File: src/rtl/tmr_cnt_pkg.sv
package tmr_cnt_pkg;

    localparam int unsigned NUM_COPIES = 3;

    typedef enum logic [1:0] {
        SEL_A    = 2'd0,
        SEL_B    = 2'd1,
        SEL_C    = 2'd2,
        SEL_NONE = 2'd3
    } copy_sel_e;

    function automatic logic maj3(input logic a, input logic b, input logic c);
        return (a & b) | (a & c) | (b & c);
    endfunction

endpackage

File: src/rtl/tmr_cnt_voter.sv
module tmr_cnt_voter #(
    parameter int unsigned W = 4
) (
    input  logic [W-1:0] a_i,
    input  logic [W-1:0] b_i,
    input  logic [W-1:0] c_i,
    output logic [W-1:0] v_o
);
    import tmr_cnt_pkg::*;

    for (genvar i = 0; i < W; i++) begin : g_bit
        always_comb v_o[i] = maj3(a_i[i], b_i[i], c_i[i]);
    end

endmodule

File: src/rtl/tmr_cnt_fault_mask.sv
module tmr_cnt_fault_mask #(
    parameter int unsigned W     = 4,
    parameter int unsigned IDX_W = 2
) (
    input  logic                                         stb_i,
    input  logic [1:0]                                   copy_i,
    input  logic [IDX_W-1:0]                             bit_i,
    output logic [tmr_cnt_pkg::NUM_COPIES-1:0][W-1:0]    flip_o
);
    import tmr_cnt_pkg::*;

    logic          idx_ok;
    logic [W-1:0]  onehot;

    always_comb begin
        idx_ok = (int'(bit_i) < int'(W));
        onehot = idx_ok ? (W'(1) << bit_i) : '0;
    end

    for (genvar g = 0; g < NUM_COPIES; g++) begin : g_copy
        always_comb flip_o[g] = (stb_i && (copy_i == 2'(g))) ? onehot : '0;
    end

endmodule

File: src/rtl/tmr_cnt_copy.sv
module tmr_cnt_copy #(
    parameter int unsigned W = 4
) (
    input  logic         clk_i,
    input  logic         rst_ni,
    input  logic [W-1:0] next_i,
    input  logic [W-1:0] flip_i,
    output logic [W-1:0] q_o
);
    logic [W-1:0] cnt_d, cnt_q;

    always_comb cnt_d = next_i ^ flip_i;

    always_ff @(posedge clk_i or negedge rst_ni) begin
        if (!rst_ni) cnt_q <= '0;
        else         cnt_q <= cnt_d;
    end

    assign q_o = cnt_q;

endmodule

File: src/rtl/tmr_voted_counter.sv
module tmr_voted_counter #(
    parameter int unsigned W     = 4,
    parameter int unsigned IDX_W = (W > 1) ? $clog2(W) : 1
) (
    input  logic             clk_i,
    input  logic             rst_ni,
    input  logic             inj_stb_i,
    input  logic [1:0]       inj_copy_i,
    input  logic [IDX_W-1:0] inj_bit_i,
    output logic [W-1:0]     count_o
);
    import tmr_cnt_pkg::*;

    typedef struct packed {
        logic [W-1:0] inc;
    } nxt_t;

    logic [NUM_COPIES-1:0][W-1:0] copy_q;
    logic [NUM_COPIES-1:0][W-1:0] flip;
    logic [W-1:0]                 voted;
    nxt_t                         nxt_d;

    tmr_cnt_voter #(.W(W)) u_vote (
        .a_i (copy_q[0]),
        .b_i (copy_q[1]),
        .c_i (copy_q[2]),
        .v_o (voted)
    );

    tmr_cnt_fault_mask #(.W(W), .IDX_W(IDX_W)) u_mask (
        .stb_i  (inj_stb_i),
        .copy_i (inj_copy_i),
        .bit_i  (inj_bit_i),
        .flip_o (flip)
    );

    always_comb nxt_d.inc = voted + W'(1);

    for (genvar g = 0; g < NUM_COPIES; g++) begin : g_copy
        tmr_cnt_copy #(.W(W)) u_copy (
            .clk_i  (clk_i),
            .rst_ni (rst_ni),
            .next_i (nxt_d.inc),
            .flip_i (flip[g]),
            .q_o    (copy_q[g])
        );
    end

    assign count_o = voted;

    // one step per edge
    p_step_r1: assert property (@(posedge clk_i) disable iff (!rst_ni)
        rst_ni |=> count_o == $past(count_o) + W'(1));

    // wrap from all ones
    p_wrap_r3: assert property (@(posedge clk_i) disable iff (!rst_ni)
        (count_o == {W{1'b1}}) |=> (count_o == '0));

    // never more than one copy away from the vote
    p_single_dev_r4: assert property (@(posedge clk_i) disable iff (!rst_ni)
        $countones({copy_q[0] != voted, copy_q[1] != voted, copy_q[2] != voted}) <= 1);

    // with no valid injection all copies agree after the edge
    p_reconverge_r5: assert property (@(posedge clk_i) disable iff (!rst_ni)
        !(inj_stb_i && inj_copy_i != SEL_NONE) |=>
        (copy_q[0] == copy_q[1]) && (copy_q[1] == copy_q[2]));

    // a valid injection makes the chosen copy differ from its neighbour
    for (genvar g = 0; g < NUM_COPIES; g++) begin : g_hit_chk
        p_inject_hit_r6: assert property (@(posedge clk_i) disable iff (!rst_ni)
            (inj_stb_i && inj_copy_i == 2'(g) && int'(inj_bit_i) < int'(W)) |=>
            (copy_q[g] != copy_q[(g + 1) % NUM_COPIES]));
    end

endmodule

File: config.mk
export PLATFORM = sky130hd
export DESIGN_NAME = tmr_voted_counter
export DESIGN_NICKNAME = d
export VERILOG_FILES = /design/src/rtl/tmr_cnt_pkg.sv /design/src/rtl/tmr_cnt_voter.sv /design/src/rtl/tmr_cnt_fault_mask.sv /design/src/rtl/tmr_cnt_copy.sv /design/src/rtl/tmr_voted_counter.sv
export SDC_FILE = /design/constraint.sdc
export NUM_CORES = 1
export LEC_CHECK = 0
export BUFFER_PORTS_ARGS = -buffer_cell sky130_fd_sc_hd__buf_2
export CORE_AREA = 2 2 39 41
export DETAILED_ROUTE_END_ITERATION = 10
export DIE_AREA = 0 0 41 43
export PLACE_DENSITY = 0.63
export SYNTH_ARGS = -nofsm -noshare
export SYNTH_HDL_FRONTEND = slang
export SYNTH_HIERARCHICAL = 1
export SYNTH_SLANG_ARGS = --single-unit
File: constraint.sdc
create_clock -name clk_i -period 2.4 [get_ports clk_i]
set_input_delay 0.12 -clock clk_i [delete_from_list [all_inputs] [get_ports clk_i]]
set_output_delay 0.12 -clock clk_i [all_outputs]
set_load 0.01 [all_outputs]
==> results by group, run 1 <==
Run status
  – Status: complete, no violations

Timing
  – Tightest Pin Transition: 407 ps
  – Final-report hold violation count: 0
  – Setup_tns: 0 ps
  – Clk_skew: 0.888 ps
  – Fmax: 662 MHz
  – Fin. max-slew vios: 0
  – Slew Limit Headroom: 72.7%
  – RSZ-0062 raised after global routing: false
  – Endpoints failing setup: 0
  – Tmin final: 1510 ps
  – Period Utilization, post-route: 63.0%

Drt
  – DRT Pass-1 Iters: 4
  – Routed length per instance: 10.7 um
  – Via count: 390
  – ANT nets after route: 0
  – Post-DR vias/cell: 4.81
  – Iter 0 DRT Violations: 5
  – Detailed Route WL: 863 um
  – DRC: 0

Clock network
  – Root buffer cell: clkbuf_4
  – Clock sinks: 12
  – Clock transition at path regs: 70 ps
  – CTS HTree Levels: 1
  – Clk_lat worst skew: 260 ps
  – Clock Tree Buf Depth: 2
  – CTS tree: done
  – Post-cts resize count: 0
  – Cts bufs inserted: 3

Yosys
  – Mapped Area: 593 um^2
  – Synth warnings: 6
  – Cells after Synth: 51
  – Yosys top cell by area: dfrtp_1
  – Avg Cell Area, Syn: 11.6 um^2
  – Yosys top cell area share: 50.6%
  – Asr flop ratio synth: 100%
  – Post-synthesis register bit count: 12
  – Top_reg_cell synth: dfrtp_1
  – Synth cell types: 15
  – Synthesized net count: 59
  – Sequential share of the synthesized area: 50.6%
  – EDFF count, synth: 0
  – Top post-synthesis cells by area: dfrtp_1 51%, xor2_1 19%, maj3_2 7.6%
  – Synth top cells by count: 13 x xor2_1, 12 x dfrtp_1, 8 x nor2_1
  – Cell with the most instances after synthesis: xor2_1

Layout
  – Layout Area Growth over Synthesis: 17.3%
  – Ant diodes: 0
  – Max FFs per register: 12
  – Fillers: 138
  – Design Area, Final: 696 um^2
  – Layout cells sized above 1: 32.3%
  – Nets: 75

Placement
  – GP Congestion: 0.631
  – Dpl hpwl: 715 um
  – Placed inst area: 663 um^2
  – Port bufs: 10

Floorplanning
  – Effective utilization at floorplan: 42.9%
  – Die H: 43 um
  – Core area: 1380 um^2
  – Die area: 1760 um^2
  – I/O Pins: 11
  – Site row count: 14
  – Die Span X: 41 um

GRT
  – Global Route Usage Sum: 13.5%
  – Initial antenna violation count: 0
  – First-pass GRT wire length: 1.48 mm
  – Gr ovfl total: 0
  – Vias in the first global route: 376
  – Pin count of the biggest net entering global routing: 13

Worst setup path
  – Crit end category: flip-flop
  – Worst Path Max Fanout: 4
  – Startpoint type of the worst setup path: flip-flop
  – CP Data Arrival Time: 1690 ps
  – WP data required: 2580 ps
  – Crit Path Class: reg2reg

Power and ir drop
  – PD cells: 505 nW/um^2
  – Peak VDD IR: 209 uV
  – LEAKAGE: 0.000379 uW

Hold path
  – Min-delay worst type: in2reg

Run
  – Max cap viols: 0
==> power by group <==
part | switching (uW) | leakage [uW] | internal [uW]
combinational | 15.9 | 0.000211 | 11.4
clock | 57.3 | 0.0000138 | 57.9
sequential | 1.62 | 0.000154 | 207
==> metal layers <==
metal	track usage, %	routed length [um]	up-vias
li1	-	-	196
met1	16.7	356	180
met3	4.71	38	2
met4	14.0	19	0
met2	16.6	449	12
met5	0	0	-
==> layout by cell type (no fill, tap or decap) <==
cell,count
nor2_2,1
xor2_1,13
nand2_1,1
or3b_4,1
inv_1,1
nor3_2,1
xnor2_1,1
ha_1,1
nor3_1,2
nor2_1,8
buf_2,10
nand3b_1,2
nand2b_1,2
dfrtp_1,12
maj3_2,4
dlygate4sd3_1,1
clkbuf_4,3
nand3_2,1
==> per-stage QoR <==
stage                     hold slack (ps)  util, %  setup slack [ps]  instances  total power (uW)
after detailed placement             2.67     47.9               882         77               239
final                                 211     50.3               889         81               351
after global placement             -0.618     47.9               944         77               238
after CTS                             201     50.3               866         81               358
after floorplan                      -176        -               965         51               225
after global routing                  230     50.3               804         81               369
==> area by class of cell <==
| class | count | area (um^2) | area share, % |
|---|---|---|---|
| clock buffer | 3 | 22.5 | 3.24 |
| inverter | 1 | 3.75 | 0.540 |
| multi-input combinational | 38 | 289 | 41.5 |
| sequential | 12 | 300 | 43.2 |
| tap | 16 | 20.0 | 2.88 |
| timing repair buffer | 11 | 60.1 | 8.63 |
==> path summary, 6_finish.rpt <==
check / startpoint / endpoint / slack (ps) / cells after the start
min in group asynchronous: rst_ni / g_copy[1].u_copy/q_o[0] / 250 / 2
min: inj_bit_i[1] / g_copy[0].u_copy/q_o[0] / 210 / 3
max in group asynchronous: rst_ni / g_copy[0].u_copy/q_o[2] / 1940 / 2
max: g_copy[2].u_copy/q_o[0] / g_copy[1].u_copy/q_o[2] / 890 / 4
min reg2reg: g_copy[0].u_copy/q_o[0] / g_copy[0].u_copy/q_o[0] / 810 / 3
max reg2reg: g_copy[2].u_copy/q_o[0] / g_copy[1].u_copy/q_o[2] / 890 / 4
==> cells by family (layout without fill, tap and decap cells) <==
kind of cell	Yosys count	after routing	share of synthesized area (%)
flip-flops	12	12	50.6
buffers and inverters	1	15	0.632
XOR/XNOR	14	14	20.7
adder cells (fa/ha/maj)	5	5	9.70
AND/OR/NAND/NOR	19	19	18.4
==> critical path, cell delays in order, from the launching register on <==
cell and delay, ps:
dfrtp_1 370, maj3_2 350, ha_1 220, xor2_1 300, xor2_1 190
==> timing repair <==
item                      in CTS  in global routing
hold endpoints to repair      12                  0
hold buffers                   1                  0
setup buffers                  0                  0
Power figures use the tool's default switching activity.
==> run 2: changes to the inputs <==
--- a/config.mk
+++ b/config.mk
@@ -9,7 +9,7 @@
 export CORE_AREA = 2 2 39 41
 export DETAILED_ROUTE_END_ITERATION = 10
 export DIE_AREA = 0 0 41 43
-export PLACE_DENSITY = 0.63
+export PLACE_DENSITY = 0.66
 export SYNTH_ARGS = -nofsm -noshare
 export SYNTH_HDL_FRONTEND = slang
 export SYNTH_HIERARCHICAL = 1
==> constraint.sdc (replaced) <==
create_clock -name clk_i -period 1.28 [get_ports clk_i]
set_input_delay 0.064 -clock clk_i [delete_from_list [all_inputs] [get_ports clk_i]]
set_output_delay 0.064 -clock clk_i [all_outputs]
set_load 0.01 [all_outputs]
==> run 2 against run 1 <==
The flow now finishes with violations (setup timing). Via count decreased by 1.5%. Non-clock buffer count increased by 1. Sequential share of layout area decreased by 3.8 points. Global-route usage increased by 1.2 points. Flip-flop and latch count unchanged. Largest power group unchanged. Highest routed layer is now met3.
==> results by group, run 2 (synthesized netlist as in run 1, its figures left out) <==
Timing
  – Setup_tns: -330 ps (-330 ps)
  – RSZ-0062 raised after global routing: true
  – Slew Limit Headroom: 82.0% (+9.3 points)
  – Final Worst Setup Slack: -90.0 ps (-979 ps)
  – Endpoints failing setup: 5 (+5)
  – Period Utilization, post-route: 107% (+44 points)
  – Fmax: 730 MHz (+10%)
  – Final-report hold violation count: 0 (unchanged)
  – Clk_skew: 5.03 ps (+4.14 ps)
  – Fin. max-slew vios: 0 (unchanged)
  – Tmin final: 1370 ps (-141 ps)
  – Tightest Pin Transition: 269 ps (-137 ps)

Worst setup path
  – Max incr delay on CP: 370 ps (about the same)
  – Startpoint type of the worst setup path: flip-flop
  – WP data required: 1430 ps (-1150 ps)
  – Reg2Reg Setup Slack: -90 ps (-980 ps)
  – Crit Path Class: reg2reg
  – Crit path cell chain: maj3_2 > ha_4 > xor2_4 > xor2_1
  – Worst flop-to-flop path startpoint: g_copy[0].u_copy/q_o[0]
  – Top delay family on crit path: adder cells
  – CP Data Arrival Time: 1520 ps (-170 ps)
  – Worst Reg2Reg Path Length in Cells: 4 (unchanged)
  – Crit end category: flip-flop
  – Worst Path Max Fanout: 3 (-1)
  – Slowest cell on crit path: dfrtp_1
  – Reg2reg end: g_copy[0].u_copy/q_o[2]
  – WP buf/inv: 0 (unchanged)

Layout
  – Nets: 76 (+1.3%)
  – Layout cells sized above 1: 41.8% (+9.5 points)
  – Max FFs per register: 12 (unchanged)
  – Fin cells: 83 (+2.5%)
  – Commonest non-fill, non-tap cell in the layout: dfrtp_1
  – Most frequent cells in the layout: 12 x dfrtp_1, 11 x xor2_1, 10 x buf_2, 8 x nor2_1, 4 x maj3_2
  – Fin util: 55.2% (+4.9 points)
  – Ant diodes: 0 (unchanged)
  – Layout Area Growth over Synthesis: 28.7%

Drt
  – Detailed Route WL: 939 um (+8.8%)
  – DRT Pass-1 Iters: 4 (unchanged)
  – DRC: 0 (unchanged)
  – Routed length per instance: 11.3 um (+6.2%)
  – Post-DR vias/cell: 4.63 (-3.9%)
  – Iter 0 DRT Violations: 4 (-1)
  – Via count: 384 (-1.5%)
  – ANT nets after route: 0 (unchanged)

Floorplanning
  – Core area: 1380 um^2 (unchanged)
  – Die Span X: 41 um (unchanged)
  – I/O Pins: 11 (unchanged)
  – Die area: 1760 um^2 (unchanged)
  – Site row count: 14 (unchanged)
  – Die H: 43 um (unchanged)
  – Effective utilization at floorplan: 42.9% (unchanged)

Power and ir drop
  – LEAKAGE: 0.000401 uW (+5.7%)
  – PD cells: 960 nW/um^2 (+90%)
  – Power consumption: 733 uW (+110%)
  – Peak VDD IR: 358 uV (+71%)

Clock network
  – Clk_lat worst skew: 260 ps (about the same)
  – Post-CTS Setup Inserts: 0 (unchanged)
  – CTS tree: done
  – Cts bufs inserted: 3 (unchanged)
  – Clock sinks: 12 (unchanged)
  – Root buffer cell: clkbuf_4
  – Clock transition at path regs: 70 ps (about the same)
  – CTS HTree Levels: 1 (unchanged)
  – Clock Tree Buf Depth: 2 (unchanged)

Placement
  – GP Congestion: 0.631 (about the same)
  – # placed instances: 78 (+1.3%)
  – Port bufs: 10 (unchanged)
  – Dpl hpwl: 733 um (+2.5%)

Hold path
  – Min-delay worst type: in2reg
  – Worst hold path endpoint: g_copy[0].u_copy/q_o[0]
  – HP Start: inj_bit_i[1]
  – Hold Path Cell Cnt: 3 (unchanged)

GRT
  – Pin count of the biggest net entering global routing: 13 (unchanged)
  – First-pass GRT wire length: 1.60 mm (+8.4%)
  – Vias in the first global route: 367 (-2.4%)
  – Global Route Usage Sum: 14.6% (+1.2 points)
  – Initial antenna violation count: 0 (unchanged)
  – Gr ovfl total: 0 (unchanged)

Run
  – Max cap viols: 0 (unchanged)

Run status
  – Failing checks: setup timing
  – Status: finished, violations left
[run 2: layout make-up]
type	instances	area, um^2
clock buffers	4	36.3
fillers	119	621
inverters	1	3.75
multi-input cells	38	335
flip-flops and latches	12	300
well taps	16	20.0
repair buffers	12	67.6
[run 2: stage by stage]
step | hold WS [ps] | area, um^2 | setup WS, ps
CTS | 151 | 756 | -91.0
floorplan | -232 | 613 | -53.7
detailed placement | -57.2 | 691 | -102
finish | 156 | 763 | -90.0
global route | 167 | 763 | -145
global placement | -59.6 | 691 | -76.9
[run 2: worst reg2reg max path: stages, from the launching register on]
cell and delay (ps):
dfrtp_1 370, maj3_2 360, ha_4 200, xor2_4 160, xor2_1 170
[run 2: what timing repair did]
item | in CTS | in global routing
setup endpoints to repair | 7 | 14
resized for setup | 2 | 2
pin swaps | 0 | 4
hold endpoints to repair | 12 | 0
hold buffers | 1 | 0
[run 2: power by group]
group	switching [uW]	internal, uW	leakage (uW)	total (uW)
Combinational	31.2	22.8	0.000225	54.0
Sequential	3.07	388	0.000154	391
Clock	116	172	0.0000210	288
Total	150	583	0.000401	733
[run 2: how the worst max path moves through the flow]
stage	from	to	cells after the start	slack, ps
final	g_copy[0].u_copy/q_o[0]	g_copy[0].u_copy/q_o[2]	4	-90
after global routing	g_copy[0].u_copy/q_o[0]	g_copy[0].u_copy/q_o[2]	4	-140
after CTS	g_copy[0].u_copy/q_o[0]	g_copy[0].u_copy/q_o[2]	4	-90
after detailed placement	g_copy[2].u_copy/q_o[1]	g_copy[0].u_copy/q_o[2]	4	-100
after global placement	g_copy[0].u_copy/q_o[0]	g_copy[0].u_copy/q_o[2]	4	-80
after floorplan	g_copy[0].u_copy/q_o[0]	g_copy[0].u_copy/q_o[2]	4	-50
[run 2: layer usage]
layer  vias to the layer above  track usage, %  wire length [um]
li1                        196               -                 -
met5                         -               0                 0
met4                         0            12.0                 0
met3                         0            3.14                31
met2                        10            21.9               515
met1                       178            16.8               392
